--- src/rtl/le_pkg.sv ---
package le_pkg;
  localparam int MODE_W = 2;

  typedef enum logic [MODE_W-1:0] {
    LC_NRZ   = 2'b00,
    LC_NRZI  = 2'b01,
    LC_RZ    = 2'b10,
    LC_MANCH = 2'b11
  } line_code_e;

  typedef enum logic [1:0] {
    MS_WAIT = 2'b00,
    MS_GOT0 = 2'b01,
    MS_GOT1 = 2'b10
  } manch_st_e;

  typedef enum logic {
    HALF_LEAD  = 1'b0,
    HALF_TRAIL = 1'b1
  } half_e;
endpackage

--- src/rtl/le_rst_sync.sv ---
module le_rst_sync #(
  parameter int STAGES = 2
) (
  input  logic clk_i,
  input  logic rst_ni,
  output logic rst_no
);
  logic [STAGES-1:0] sync_q;

  always_ff @(posedge clk_i or negedge rst_ni) begin
    if (!rst_ni) sync_q <= '0;
    else         sync_q <= {sync_q[STAGES-2:0], 1'b1};
  end

  assign rst_no = sync_q[STAGES-1];
endmodule

--- src/rtl/le_bit_phase.sv ---
module le_bit_phase
  import le_pkg::*;
(
  input  logic              clk_i,
  input  logic              rst_ni,
  input  logic              valid_i,
  input  logic [MODE_W-1:0] mode_i,
  input  logic              data_i,
  output logic              take_o,
  output half_e             half_o,
  output line_code_e        mode_q_o,
  output logic              data_q_o
);
  half_e      half_q, half_d;
  line_code_e mode_q;
  logic       data_q;

  assign take_o = (half_q == HALF_LEAD) && valid_i;

  always_comb begin
    half_d = HALF_LEAD;
    if (half_q == HALF_LEAD && valid_i) half_d = HALF_TRAIL;
  end

  always_ff @(posedge clk_i or negedge rst_ni) begin
    if (!rst_ni) half_q <= HALF_LEAD;
    else         half_q <= half_d;
  end

  always_ff @(posedge clk_i or negedge rst_ni) begin
    if (!rst_ni) begin
      mode_q <= LC_NRZ;
      data_q <= 1'b0;
    end else if (take_o) begin
      mode_q <= line_code_e'(mode_i);
      data_q <= data_i;
    end
  end

  assign half_o   = half_q;
  assign mode_q_o = mode_q;
  assign data_q_o = data_q;

  AST_TRAIL_ENDS_BIT: assert property (@(posedge clk_i) disable iff (!rst_ni)
    half_q == HALF_TRAIL |=> half_q == HALF_LEAD);
  AST_IDLE_NO_ADVANCE: assert property (@(posedge clk_i) disable iff (!rst_ni)
    (half_q == HALF_LEAD && !valid_i) |=> half_q == HALF_LEAD);
  AST_MODE_HELD_IN_TRAIL: assert property (@(posedge clk_i) disable iff (!rst_ni)
    half_q == HALF_TRAIL |=> $stable(mode_q));
endmodule

--- src/rtl/le_nrzi_level.sv ---
module le_nrzi_level
  import le_pkg::*;
(
  input  logic              clk_i,
  input  logic              rst_ni,
  input  logic              take_i,
  input  logic [MODE_W-1:0] mode_i,
  input  logic              data_i,
  output logic              level_o
);
  logic level_q, level_d;

  always_comb begin
    level_d = level_q;
    if (take_i && line_code_e'(mode_i) == LC_NRZI && data_i) level_d = ~level_q;
  end

  always_ff @(posedge clk_i or negedge rst_ni) begin
    if (!rst_ni) level_q <= 1'b0;
    else         level_q <= level_d;
  end

  assign level_o = level_q;

  AST_NRZI_HOLD_IDLE: assert property (@(posedge clk_i) disable iff (!rst_ni)
    !take_i |=> $stable(level_q));
endmodule

--- src/rtl/le_manch_fsm.sv ---
module le_manch_fsm
  import le_pkg::*;
(
  input  logic              clk_i,
  input  logic              rst_ni,
  input  logic              take_i,
  input  logic [MODE_W-1:0] mode_i,
  input  logic              data_i,
  output logic              lead_lvl_o,
  output logic              trail_lvl_o
);
  manch_st_e st_q, st_d;

  always_comb begin
    st_d = MS_WAIT;
    unique case (st_q)
      MS_WAIT: if (take_i && line_code_e'(mode_i) == LC_MANCH)
                 st_d = data_i ? MS_GOT1 : MS_GOT0;
      MS_GOT0: st_d = MS_WAIT;
      MS_GOT1: st_d = MS_WAIT;
      default: st_d = MS_WAIT;
    endcase
  end

  always_ff @(posedge clk_i or negedge rst_ni) begin
    if (!rst_ni) st_q <= MS_WAIT;
    else         st_q <= st_d;
  end

  // Waiting state: output follows the arriving bit; after a 0 emit 1, after a 1 emit 0.
  assign lead_lvl_o  = data_i;
  assign trail_lvl_o = (st_q == MS_GOT0);

  AST_MANCH_BACK_TO_WAIT: assert property (@(posedge clk_i) disable iff (!rst_ni)
    st_q != MS_WAIT |=> st_q == MS_WAIT);
endmodule

--- src/rtl/line_encoder.sv ---
module line_encoder
  import le_pkg::*;
#(
  parameter int SYNC_STAGES = 2
) (
  input  logic              clk_i,
  input  logic              rst_ni,
  input  logic [MODE_W-1:0] mode_i,
  input  logic              valid_i,
  input  logic              data_i,
  output logic              line_o
);
  logic       rst_sync_n;
  logic       take;
  half_e      half;
  line_code_e mode_q;
  logic       data_q;
  logic       nrzi_lvl;
  logic       man_lead, man_trail;
  logic       line_q, line_d;

  le_rst_sync #(.STAGES(SYNC_STAGES)) u_rst_sync (
    .clk_i (clk_i),
    .rst_ni(rst_ni),
    .rst_no(rst_sync_n)
  );

  le_bit_phase u_phase (
    .clk_i   (clk_i),
    .rst_ni  (rst_sync_n),
    .valid_i (valid_i),
    .mode_i  (mode_i),
    .data_i  (data_i),
    .take_o  (take),
    .half_o  (half),
    .mode_q_o(mode_q),
    .data_q_o(data_q)
  );

  le_nrzi_level u_nrzi (
    .clk_i  (clk_i),
    .rst_ni (rst_sync_n),
    .take_i (take),
    .mode_i (mode_i),
    .data_i (data_i),
    .level_o(nrzi_lvl)
  );

  le_manch_fsm u_manch (
    .clk_i      (clk_i),
    .rst_ni     (rst_sync_n),
    .take_i     (take),
    .mode_i     (mode_i),
    .data_i     (data_i),
    .lead_lvl_o (man_lead),
    .trail_lvl_o(man_trail)
  );

  always_comb begin
    line_d = 1'b0;
    if (take) begin
      unique case (line_code_e'(mode_i))
        LC_NRZ:   line_d = data_i;
        LC_NRZI:  line_d = nrzi_lvl ^ data_i;
        LC_RZ:    line_d = data_i;
        LC_MANCH: line_d = man_lead;
        default:  line_d = 1'b0;
      endcase
    end else if (half == HALF_TRAIL) begin
      unique case (mode_q)
        LC_NRZ:   line_d = data_q;
        LC_NRZI:  line_d = nrzi_lvl;
        LC_RZ:    line_d = 1'b0;
        LC_MANCH: line_d = man_trail;
        default:  line_d = 1'b0;
      endcase
    end else if (line_code_e'(mode_i) == LC_NRZI) begin
      line_d = nrzi_lvl;
    end
  end

  always_ff @(posedge clk_i or negedge rst_sync_n) begin
    if (!rst_sync_n) line_q <= 1'b0;
    else             line_q <= line_d;
  end

  assign line_o = line_q;

  AST_RZ_TRAIL_LOW: assert property (@(posedge clk_i) disable iff (!rst_sync_n)
    (half == HALF_TRAIL && mode_q == LC_RZ) |=> line_q == 1'b0);
  AST_MANCH_MID_FLIP: assert property (@(posedge clk_i) disable iff (!rst_sync_n)
    (half == HALF_TRAIL && mode_q == LC_MANCH) |=> line_q != $past(line_q));
  AST_NRZ_FLAT_BIT: assert property (@(posedge clk_i) disable iff (!rst_sync_n)
    (half == HALF_TRAIL && mode_q == LC_NRZ) |=> line_q == $past(line_q));
  AST_NRZI_FLAT_BIT: assert property (@(posedge clk_i) disable iff (!rst_sync_n)
    (half == HALF_TRAIL && mode_q == LC_NRZI) |=> line_q == $past(line_q));
endmodule

--- config.mk ---
export PLATFORM = sky130hd
export DESIGN_NAME = line_encoder
export DESIGN_NICKNAME = d
export VERILOG_FILES = /design/src/rtl/le_pkg.sv /design/src/rtl/le_rst_sync.sv /design/src/rtl/le_bit_phase.sv /design/src/rtl/le_nrzi_level.sv /design/src/rtl/le_manch_fsm.sv /design/src/rtl/line_encoder.sv
export SDC_FILE = /design/constraint.sdc
export NUM_CORES = 1
export LEC_CHECK = 0
export ABC_AREA = 1
export CELL_PAD_IN_SITES_DETAIL_PLACEMENT = 0
export CELL_PAD_IN_SITES_GLOBAL_PLACEMENT = 1
export CORE_AREA = 2 2 39 41
export DETAILED_ROUTE_END_ITERATION = 6
export DIE_AREA = 0 0 41 43
export DONT_BUFFER_PORTS = 1
export PLACE_DENSITY_LB_ADDON = 0.1
export SETUP_SLACK_MARGIN = 0.5
export SLEW_MARGIN = 5
export SYNTH_ARGS = -nofsm -noshare
export SYNTH_HDL_FRONTEND = slang
export SYNTH_SLANG_ARGS = --single-unit
--- constraint.sdc ---
create_clock -name clk_i -period 0.8 [get_ports clk_i]
set_clock_uncertainty 0.2 [all_clocks]
set_input_delay 0.04 -clock clk_i [delete_from_list [all_inputs] [get_ports clk_i]]
set_output_delay 0.04 -clock clk_i [all_outputs]
set_load 0.01 [all_outputs]
# Word-level counts from Yosys, hierarchy flattened
# Cells that the tools add are included.
[op_classes]
n_reduce_logical = 8
eq_ne = 7
n_mux = 9
n_bitwise = 3
[ops]
columns = ["operator", "count"]
rows = [
  ["$eq 2x2->1 const B", 4],
  ["$eq 2x1->1 const B", 3],
  ["$logic_not 2->1", 3],
  ["$mux 2", 3],
  ["$logic_and 1x1->1", 4],
  ["$mux 1", 4],
  ["$pmux 1 s4", 1],
  ["$reduce_or 3->1", 1],
  ["$not 1->1", 2],
  ["$pmux 1 s2", 1],
  ["$xor 1x1->1", 1],
]
[word_totals]
ff_bits = 10
output_inout_bits = 1
in_bits = 6
wordCells = 34

# Depth between registers and ports, before layout
# Gate-level depths: netlist of run 1.
[depth]
word_depth = 5
mapped_depth = 7
ltp_nobuf = 7

# Modules after synthesis
# From an unflattened synthesis of run 1, not the netlist that was laid out.
[hier_totals]
hier_cells = 70
area_unflattened_um2 = 499.2
[by_module_without_submodules]
columns = ["mod", "area_per_inst_um2", "seq_area_each_um2", "instances", "cells_each"]
rows = [
  ["le_bit_phase", 151.4, 100.1, 1, 16],
  ["line_encoder", 136.4, 25.0, 1, 29],
  ["le_manch_fsm", 95.1, 50.0, 1, 12],
  ["le_nrzi_level", 62.6, 25.0, 1, 10],
  ["le_rst_sync", 53.8, 50.0, 1, 3],
]

# Worst setup path after synthesis of run 1
# No wires, ideal clock.
[synth_timing]
kind = "register -> register"
start = "register u_phase.half_q, in the netlist u_phase.half_o"
end = "register u_nrzi.level_q, in the netlist u_nrzi.level_o"
period_less_slack_ns = 1.081
required_time_ns = 0.480
n_path_buf = 0
setup_slack_ns = -0.281
setup_ns = 0.120
path_stages_with_launch = 7
arrival_ns = 0.761
path_cell_list = "dfrtp_1 > inv_2 > nand2_2 > inv_4 > nand2_4 > o21ai_1 > nand2_1"
[synth_between]
elab_chain_len = 4
[synth_rtl]
columns = ["item", "line", "source"]
rows = [
  ["start: declaration", "le_bit_phase.sv:14", "half_e half_q, half_d;"],
  ["start signal: assignment", "le_bit_phase.sv:27", "else half_q <= half_d;"],
  ["$not 1->1", "le_bit_phase.sv:18", "assign take_o = (half_q == HALF_LEAD) && valid_i;"],
  ["$logic_and 1x1->1", "le_bit_phase.sv:18", ""],
  ["net take", "line_encoder.sv:14", "logic take;"],
  ["$logic_and 1x1->1 (2 in series)", "le_nrzi_level.sv:15", "if (take_i && line_code_e'(mode_i) == LC_NRZI && data_i) level_d = ~level_q;"],
  ["end signal: assignment", "le_nrzi_level.sv:20", "else level_q <= level_d;"],
  ["end: declaration", "le_nrzi_level.sv:11", "logic level_q, level_d;"],
]
# The timed path passes the listed nets, and every way through them passes these cells.
# A chain may end at the register's enable or synchronous reset.

# Worst setup path after layout of run 1
# Ends and elaborated chain as after synthesis.

==> results of run 1 <==
## placed cells by master (no fill, tap or decap)
| cell type | n |
|---|---|
| a21oi_2 | 1 |
| buf_4 | 5 |
| buf_6 | 1 |
| clkbuf_4 | 3 |
| clkbuf_8 | 1 |
| conb_1 | 1 |
| dfrtp_1 | 9 |
| dfrtp_2 | 1 |
| inv_1 | 5 |
| inv_2 | 1 |
| inv_6 | 1 |
| nand2_1 | 12 |
| nand2_2 | 1 |
| nand2_4 | 3 |
| nand3_1 | 3 |
| nand4_1 | 1 |
| nor2_1 | 5 |
| nor2_2 | 1 |
| nor3_1 | 1 |
| o21ai_0 | 1 |
| o21ai_1 | 1 |
| o21ai_2 | 2 |
## cells by family (layout without fill, tap and decap cells)
family / Yosys count / in the layout / synth area share, %
buffers and inverters: 7 / 17 / 6.71
AOI/OAI and AO/OA: 5 / 5 / 5.83
and+or+nand+nor: 27 / 27 / 28.3
other: 1 / 1 / 0.874
DFF: 10 / 10 / 58.3
## Yosys cell counts, drive strengths merged
| master | number | area (um2) |
|---|---|---|
| o21ai | 4 | 20.0 |
| nand3 | 3 | 15.0 |
| nand2 | 16 | 70.1 |
| dfrtp | 10 | 250 |
| conb | 1 | 3.75 |
| nor2 | 6 | 25.0 |
| inv | 7 | 28.8 |
| nand4 | 1 | 6.26 |
| a21oi | 1 | 5.00 |
| nor3 | 1 | 5.00 |
## sequential cells by signal, summed over array words and instances (netlist names)
signal / cells
u_phase.data_q_o: 1
u_nrzi.level_o: 1
u_manch.st_q: 2
u_phase.mode_q_o: 2
u_phase.half_o: 1
line_o: 1
u_rst_sync.sync_q: 2
## layout make-up
type / count / share of cell area [%]
Sequential cell: 10 / 44.6
Timing Repair Buffer: 6 / 8.65
Multi-Input combinational cell: 33 / 31.3
Clock buffer: 4 / 6.43
Inverter: 7 / 5.54
Tap cell: 16 / 3.55
## stage by stage
stage                     setup TNS, ps  cell area, um2  cells  setup slack [ps]  util [%]
after floorplan                   -1250             435     50              -271         -
after global placement            -1770             478     69              -312      34.5
after detailed placement          -1820             478     69              -329      34.5
after CTS                         -2070             547     76              -300      39.5
after global routing              -2510             564     76              -355      40.8
final                             -2050             564     76              -299      40.8
## power by group through the flow
stage	clock network [uW]	registers (uW)	logic, uW
2_1_floorplan	0	602	99.3
3_3_place_gp	0	612	147
3_5_place_dp	0	616	154
4_1_cts	458	609	183
5_1_grt	501	616	217
6_report	454	608	194
## worst max-delay path, delay by kind of cell, from the launching register on
family	cells	cell delay, ps
AO/OA/AOI/OAI	1	100
buffers and inverters	2	150
flip-flops	1	370
AND/OR/NAND/NOR	3	160
## metal layers
| layer | GRT usage (%) | vias up | part of all wire [%] |
|---|---|---|---|
| li1 | - | 174 | - |
| met1 | 15.3 | 159 | 40 |
| met2 | 20.3 | 11 | 50 |
| met3 | 6.28 | 4 | 7.0 |
| met4 | 10.0 | 0 | 2.9 |
| met5 | 0 | - | 0 |
## worst max-delay path by stage
stage | startpoint | to | slack (ps) | cells after the start
after floorplan | u_phase.half_o | u_nrzi.level_o | -270 | 6
after global placement | u_phase.half_o | u_nrzi.level_o | -310 | 6
after detailed placement | u_phase.half_o | u_nrzi.level_o | -330 | 6
after CTS | u_phase.half_o | u_nrzi.level_o | -300 | 6
after global routing | u_phase.half_o | u_nrzi.level_o | -360 | 6
final | u_phase.half_o | u_nrzi.level_o | -300 | 6
## repair_timing
item                                    4_1_cts  5_1_grt
gates resized for setup                       4        5
endpoints found under the setup margin       18       18
endpoints found under the hold margin        18       18
pin swaps                                     1        1
buffers inserted                              3        0
==> flow_metrics.env, run 1 <==
export IMPL_wl_um=895
export IMPL_place_gp_congestion=0.694
export IMPL_grt_start_max_net_pins=9
export IMPL_cts_sinks=10
export IMPL_synth_net_count=56
export IMPL_arrival_ps=1060
export IMPL_clkPwrFrac_pct=36.1
export IMPL_antenna_found_initial=0
export IMPL_finalPower_uw=1260
export IMPL_fin_crit_ps=1100
export IMPL_grt_pass1_vias=359
export IMPL_synthCells=50
export IMPL_crit_required_ps=760
export IMPL_start_util_pct=31.0
export IMPL_hold_viol=18
export IMPL_status="finished, violations left"
export IMPL_vias_per_cell=4.58
export IMPL_dr_pass1_iters=4
export IMPL_comb_power_share_pct=15.5
export IMPL_critical_path_max_stage_delay_ps=370
export IMPL_switching_share_pct=26.0
export IMPL_leakage_uw=0.000289
export IMPL_rsz0062_at_grt="yes"
export IMPL_numCtsBuffers=3
export IMPL_cp_slowest_cell="dfrtp_1"
export IMPL_critPathKind="flip-flop to flip-flop"
export IMPL_rows=14
export IMPL_cts_tree="built"
export IMPL_drive_gt1_share_pct=35.0
export IMPL_synth_avg_cell_area_um2=8.58
export IMPL_violations="hold timing, setup timing"
export IMPL_dieArea_mm2=0.00176
export IMPL_clk_latency_ps=270
export IMPL_power_density_mw_per_mm2=2230
export IMPL_ys_ff_latch=10
export IMPL_hpwl_um=656
export IMPL_num_vias=348
export IMPL_ant_nets=0
export IMPL_nets=67
export IMPL_wire_per_inst_um=11.8
export IMPL_cts_max_path_buffers=2
export IMPL_hold_path_class="input pin to asynchronous set/reset pin"
export IMPL_htreeDepth=1
export IMPL_setup_viol=9
export IMPL_clock_fmax_mhz=910
export IMPL_n_antenna_cell=0
export IMPL_path_cells="inv_2 > nand2_4 > inv_6 > nand2_4 > o21ai_2 > nand2_1"
export IMPL_p_sw_uw=327
export IMPL_grt_pass1_wl_um=1540
export IMPL_worst_slack_ps=-299
export IMPL_grt_overflow=0
export IMPL_seqCellArea_um2=251
export IMPL_cts_root_buf="clkbuf_4"
export IMPL_reg2reg_setup_slack_ps=-300
export IMPL_die_h_um=43
export IMPL_r2r_cells=6
export IMPL_dr_first_iter_drc_count=9
export IMPL_worstPathMaxFanout=4
export IMPL_core_mm2=0.00138
export IMPL_ys_types=16
export IMPL_yosys_warnings=0
export IMPL_finalCritPeriodShare_pct=137
export IMPL_rr_startpoint="u_phase.half_o"
export IMPL_yosysSeqAreaShare_pct=58.3
export IMPL_power_frac_seq_pct=48.4
export IMPL_whs_ps=-739
export IMPL_syn_cell_area_um2=429
export IMPL_io_buffers=0
export IMPL_vdd_drop_max_uv=1110
export IMPL_pin_count=7
export IMPL_drv_cap=0
export IMPL_cp_end_kind="flip-flop"
export IMPL_cp_start_kind="flip-flop"
export IMPL_critPathMostFrequentCell="nand2_4"
export IMPL_chipWidth_um=41
export IMPL_drc=0
export IMPL_multi_input_area_um2=176
export IMPL_fillers=137
export IMPL_syn_to_final_growth_pct=31.5
export IMPL_grt_usage_pct=14.0
export IMPL_r2r_end="u_nrzi.level_o"
export IMPL_slew_viol_final=0
export IMPL_cts_clk_slew_worst_paths_ps=70
export IMPL_p_int_uw=930
(Power assumes the default switching activity.)
==> inputs of run 2 (changes only) <==
==> constraint.sdc (replaced) <==
create_clock -name clk_i -period 0.8 [get_ports clk_i]
set_clock_uncertainty 0.2 [all_clocks]
set_input_delay 0.08 -clock clk_i [delete_from_list [all_inputs] [get_ports clk_i]]
set_output_delay 0.08 -clock clk_i [all_outputs]
set_load 0.01 [all_outputs]
==> flow_metrics.env, run 2 (same netlist as run 1, synthesis figures left out) <==
export IMPL_final_common_cell="nand2_1"
export IMPL_rows=14
export IMPL_rsz0062_at_grt="yes"
export IMPL_fillers=140
export IMPL_power_frac_seq_pct=48.1
export IMPL_cts_tree="built"
export IMPL_start_util_pct=31.0
export IMPL_pin_count=7
export IMPL_grt_usage_pct=12.9
export IMPL_drc=0
export IMPL_fin_crit_ps=1110
export IMPL_antenna_found_initial=0
export IMPL_crit_end="u_nrzi.level_o"
export IMPL_r2r_cells=6
export IMPL_grt_start_max_net_pins=9
export IMPL_htreeDepth=1
export IMPL_grt_pass1_vias=389
export IMPL_dieArea_mm2=0.00176
export IMPL_place_ws_ps=-342
export IMPL_slew_viol_final=0
export IMPL_vdd_drop_max_uv=717
export IMPL_critPathKind="flip-flop to flip-flop"
export IMPL_vias_per_cell=4.55
export IMPL_most_common_layout_cells="nand2_1, dfrtp_1, inv_1, nor2_1, buf_4"
export IMPL_rr_startpoint="u_phase.half_o"
export IMPL_numCtsBuffers=3
export IMPL_fin_cells=76
export IMPL_cts_root_buf="clkbuf_4"
export IMPL_ant_nets=0
export IMPL_p_sw_uw=332
export IMPL_grt_overflow=0
export IMPL_cp_end_kind="flip-flop"
export IMPL_finalCritPeriodShare_pct=139
export IMPL_clock_fmax_mhz=899
export IMPL_whs_ps=-705
export IMPL_hold_path_class="input pin to asynchronous set/reset pin"
export IMPL_worst_slack_ps=-313
export IMPL_dp_cells=70
export IMPL_multi_input_area_um2=178
export IMPL_grt_pass1_wl_um=1480
export IMPL_crit_start="u_phase.half_o"
export IMPL_cts_max_path_buffers=2
export IMPL_drive_gt1_share_pct=36.7
export IMPL_io_buffers=0
export IMPL_die_h_um=43
export IMPL_switching_share_pct=26.3
export IMPL_crit_required_ps=760
export IMPL_core_mm2=0.00138
export IMPL_nets=67
export IMPL_dr_pass1_iters=2
export IMPL_chipWidth_um=41
export IMPL_arrival_ps=1070
export IMPL_r2r_end="u_nrzi.level_o"
export IMPL_clkPwrFrac_pct=36.8
export IMPL_n_antenna_cell=0
export IMPL_cts_sinks=10
export IMPL_wire_per_inst_um=11.3
export IMPL_violations="hold timing, setup timing"
export IMPL_worstPathMaxFanout=5
export IMPL_power_density_mw_per_mm2=2220
export IMPL_drv_cap=0
export IMPL_hold_viol=18
export IMPL_wl_um=862
export IMPL_hpwl_um=598
export IMPL_leakage_uw=0.000286
export IMPL_p_int_uw=929
export IMPL_seqCellArea_um2=251
export IMPL_syn_to_final_growth_pct=32.7
export IMPL_clk_latency_ps=270
export IMPL_setup_viol=9
export IMPL_comb_power_share_pct=15.1
export IMPL_reg2reg_setup_slack_ps=-310
export IMPL_cp_start_kind="flip-flop"
export IMPL_setup_tns_ps=-1990
export IMPL_status="finished, violations left"
export IMPL_place_gp_congestion=0.705
export IMPL_num_vias=346
export IMPL_dr_first_iter_drc_count=1
export IMPL_cts_clk_slew_worst_paths_ps=70
-- run 2: worst min path at each step --
stage	start	endpoint	slack (ps)
floorplan	rst_ni	u_rst_sync.sync_q[0]	-420
global placement	rst_ni	u_rst_sync.sync_q[0]	-420
detailed placement	rst_ni	u_rst_sync.sync_q[1]	-420
CTS	rst_ni	u_rst_sync.sync_q[1]	-710
global route	rst_ni	u_rst_sync.sync_q[1]	-720
finish	rst_ni	u_rst_sync.sync_q[1]	-700
-- run 2: layout make-up --
cell class | instances | area share [%]
inverters | 7 | 5.49
flip-flops and latches | 10 | 44.2
multi-input cells | 33 | 31.2
repair buffers | 6 | 9.23
clock buffers | 4 | 6.37
well taps | 16 | 3.52
-- run 2: per-layer routing --
layer	up-vias	global-route usage [%]	routed length (um)
li1	174	-	-
met1	160	15.4	348
met2	8	18.4	419
met3	4	5.24	63
met4	0	8.00	30
met5	-	0	0
-- run 2: critical path, stage by stage, from the launching register on --
cell and delay [ps]:
dfrtp_1 380, inv_2 70, nand2_4 60, inv_6 80, nand2_4 50, o21ai_2 100, nand2_1 60
-- run 2: timing repair --
action	in CTS	in global routing
pin swaps	1	2
gates cloned	0	0
endpoints found under the setup margin	18	18
endpoints found under the hold margin	18	18
buffers inserted	2	0
resized for setup	8	3
-- run 2: metrics by stage --
stage	instance area [um2]	hold slack (ps)	util, %	power [uW]
after floorplan	435	-416	-	701
after global placement	485	-416	35.1	764
after detailed placement	485	-416	35.1	768
after CTS	559	-707	40.4	1260
after global routing	569	-716	41.1	1340
final	569	-705	41.1	1260
-- run 2: power by group through the flow --
stage / registers (uW) / clock network [uW] / logic [uW]
finish: 607 / 465 / 190
floorplan: 602 / 0 / 99.3
global route: 617 / 500 / 218
CTS: 607 / 473 / 184
detailed placement: 614 / 0 / 155
global placement: 612 / 0 / 152
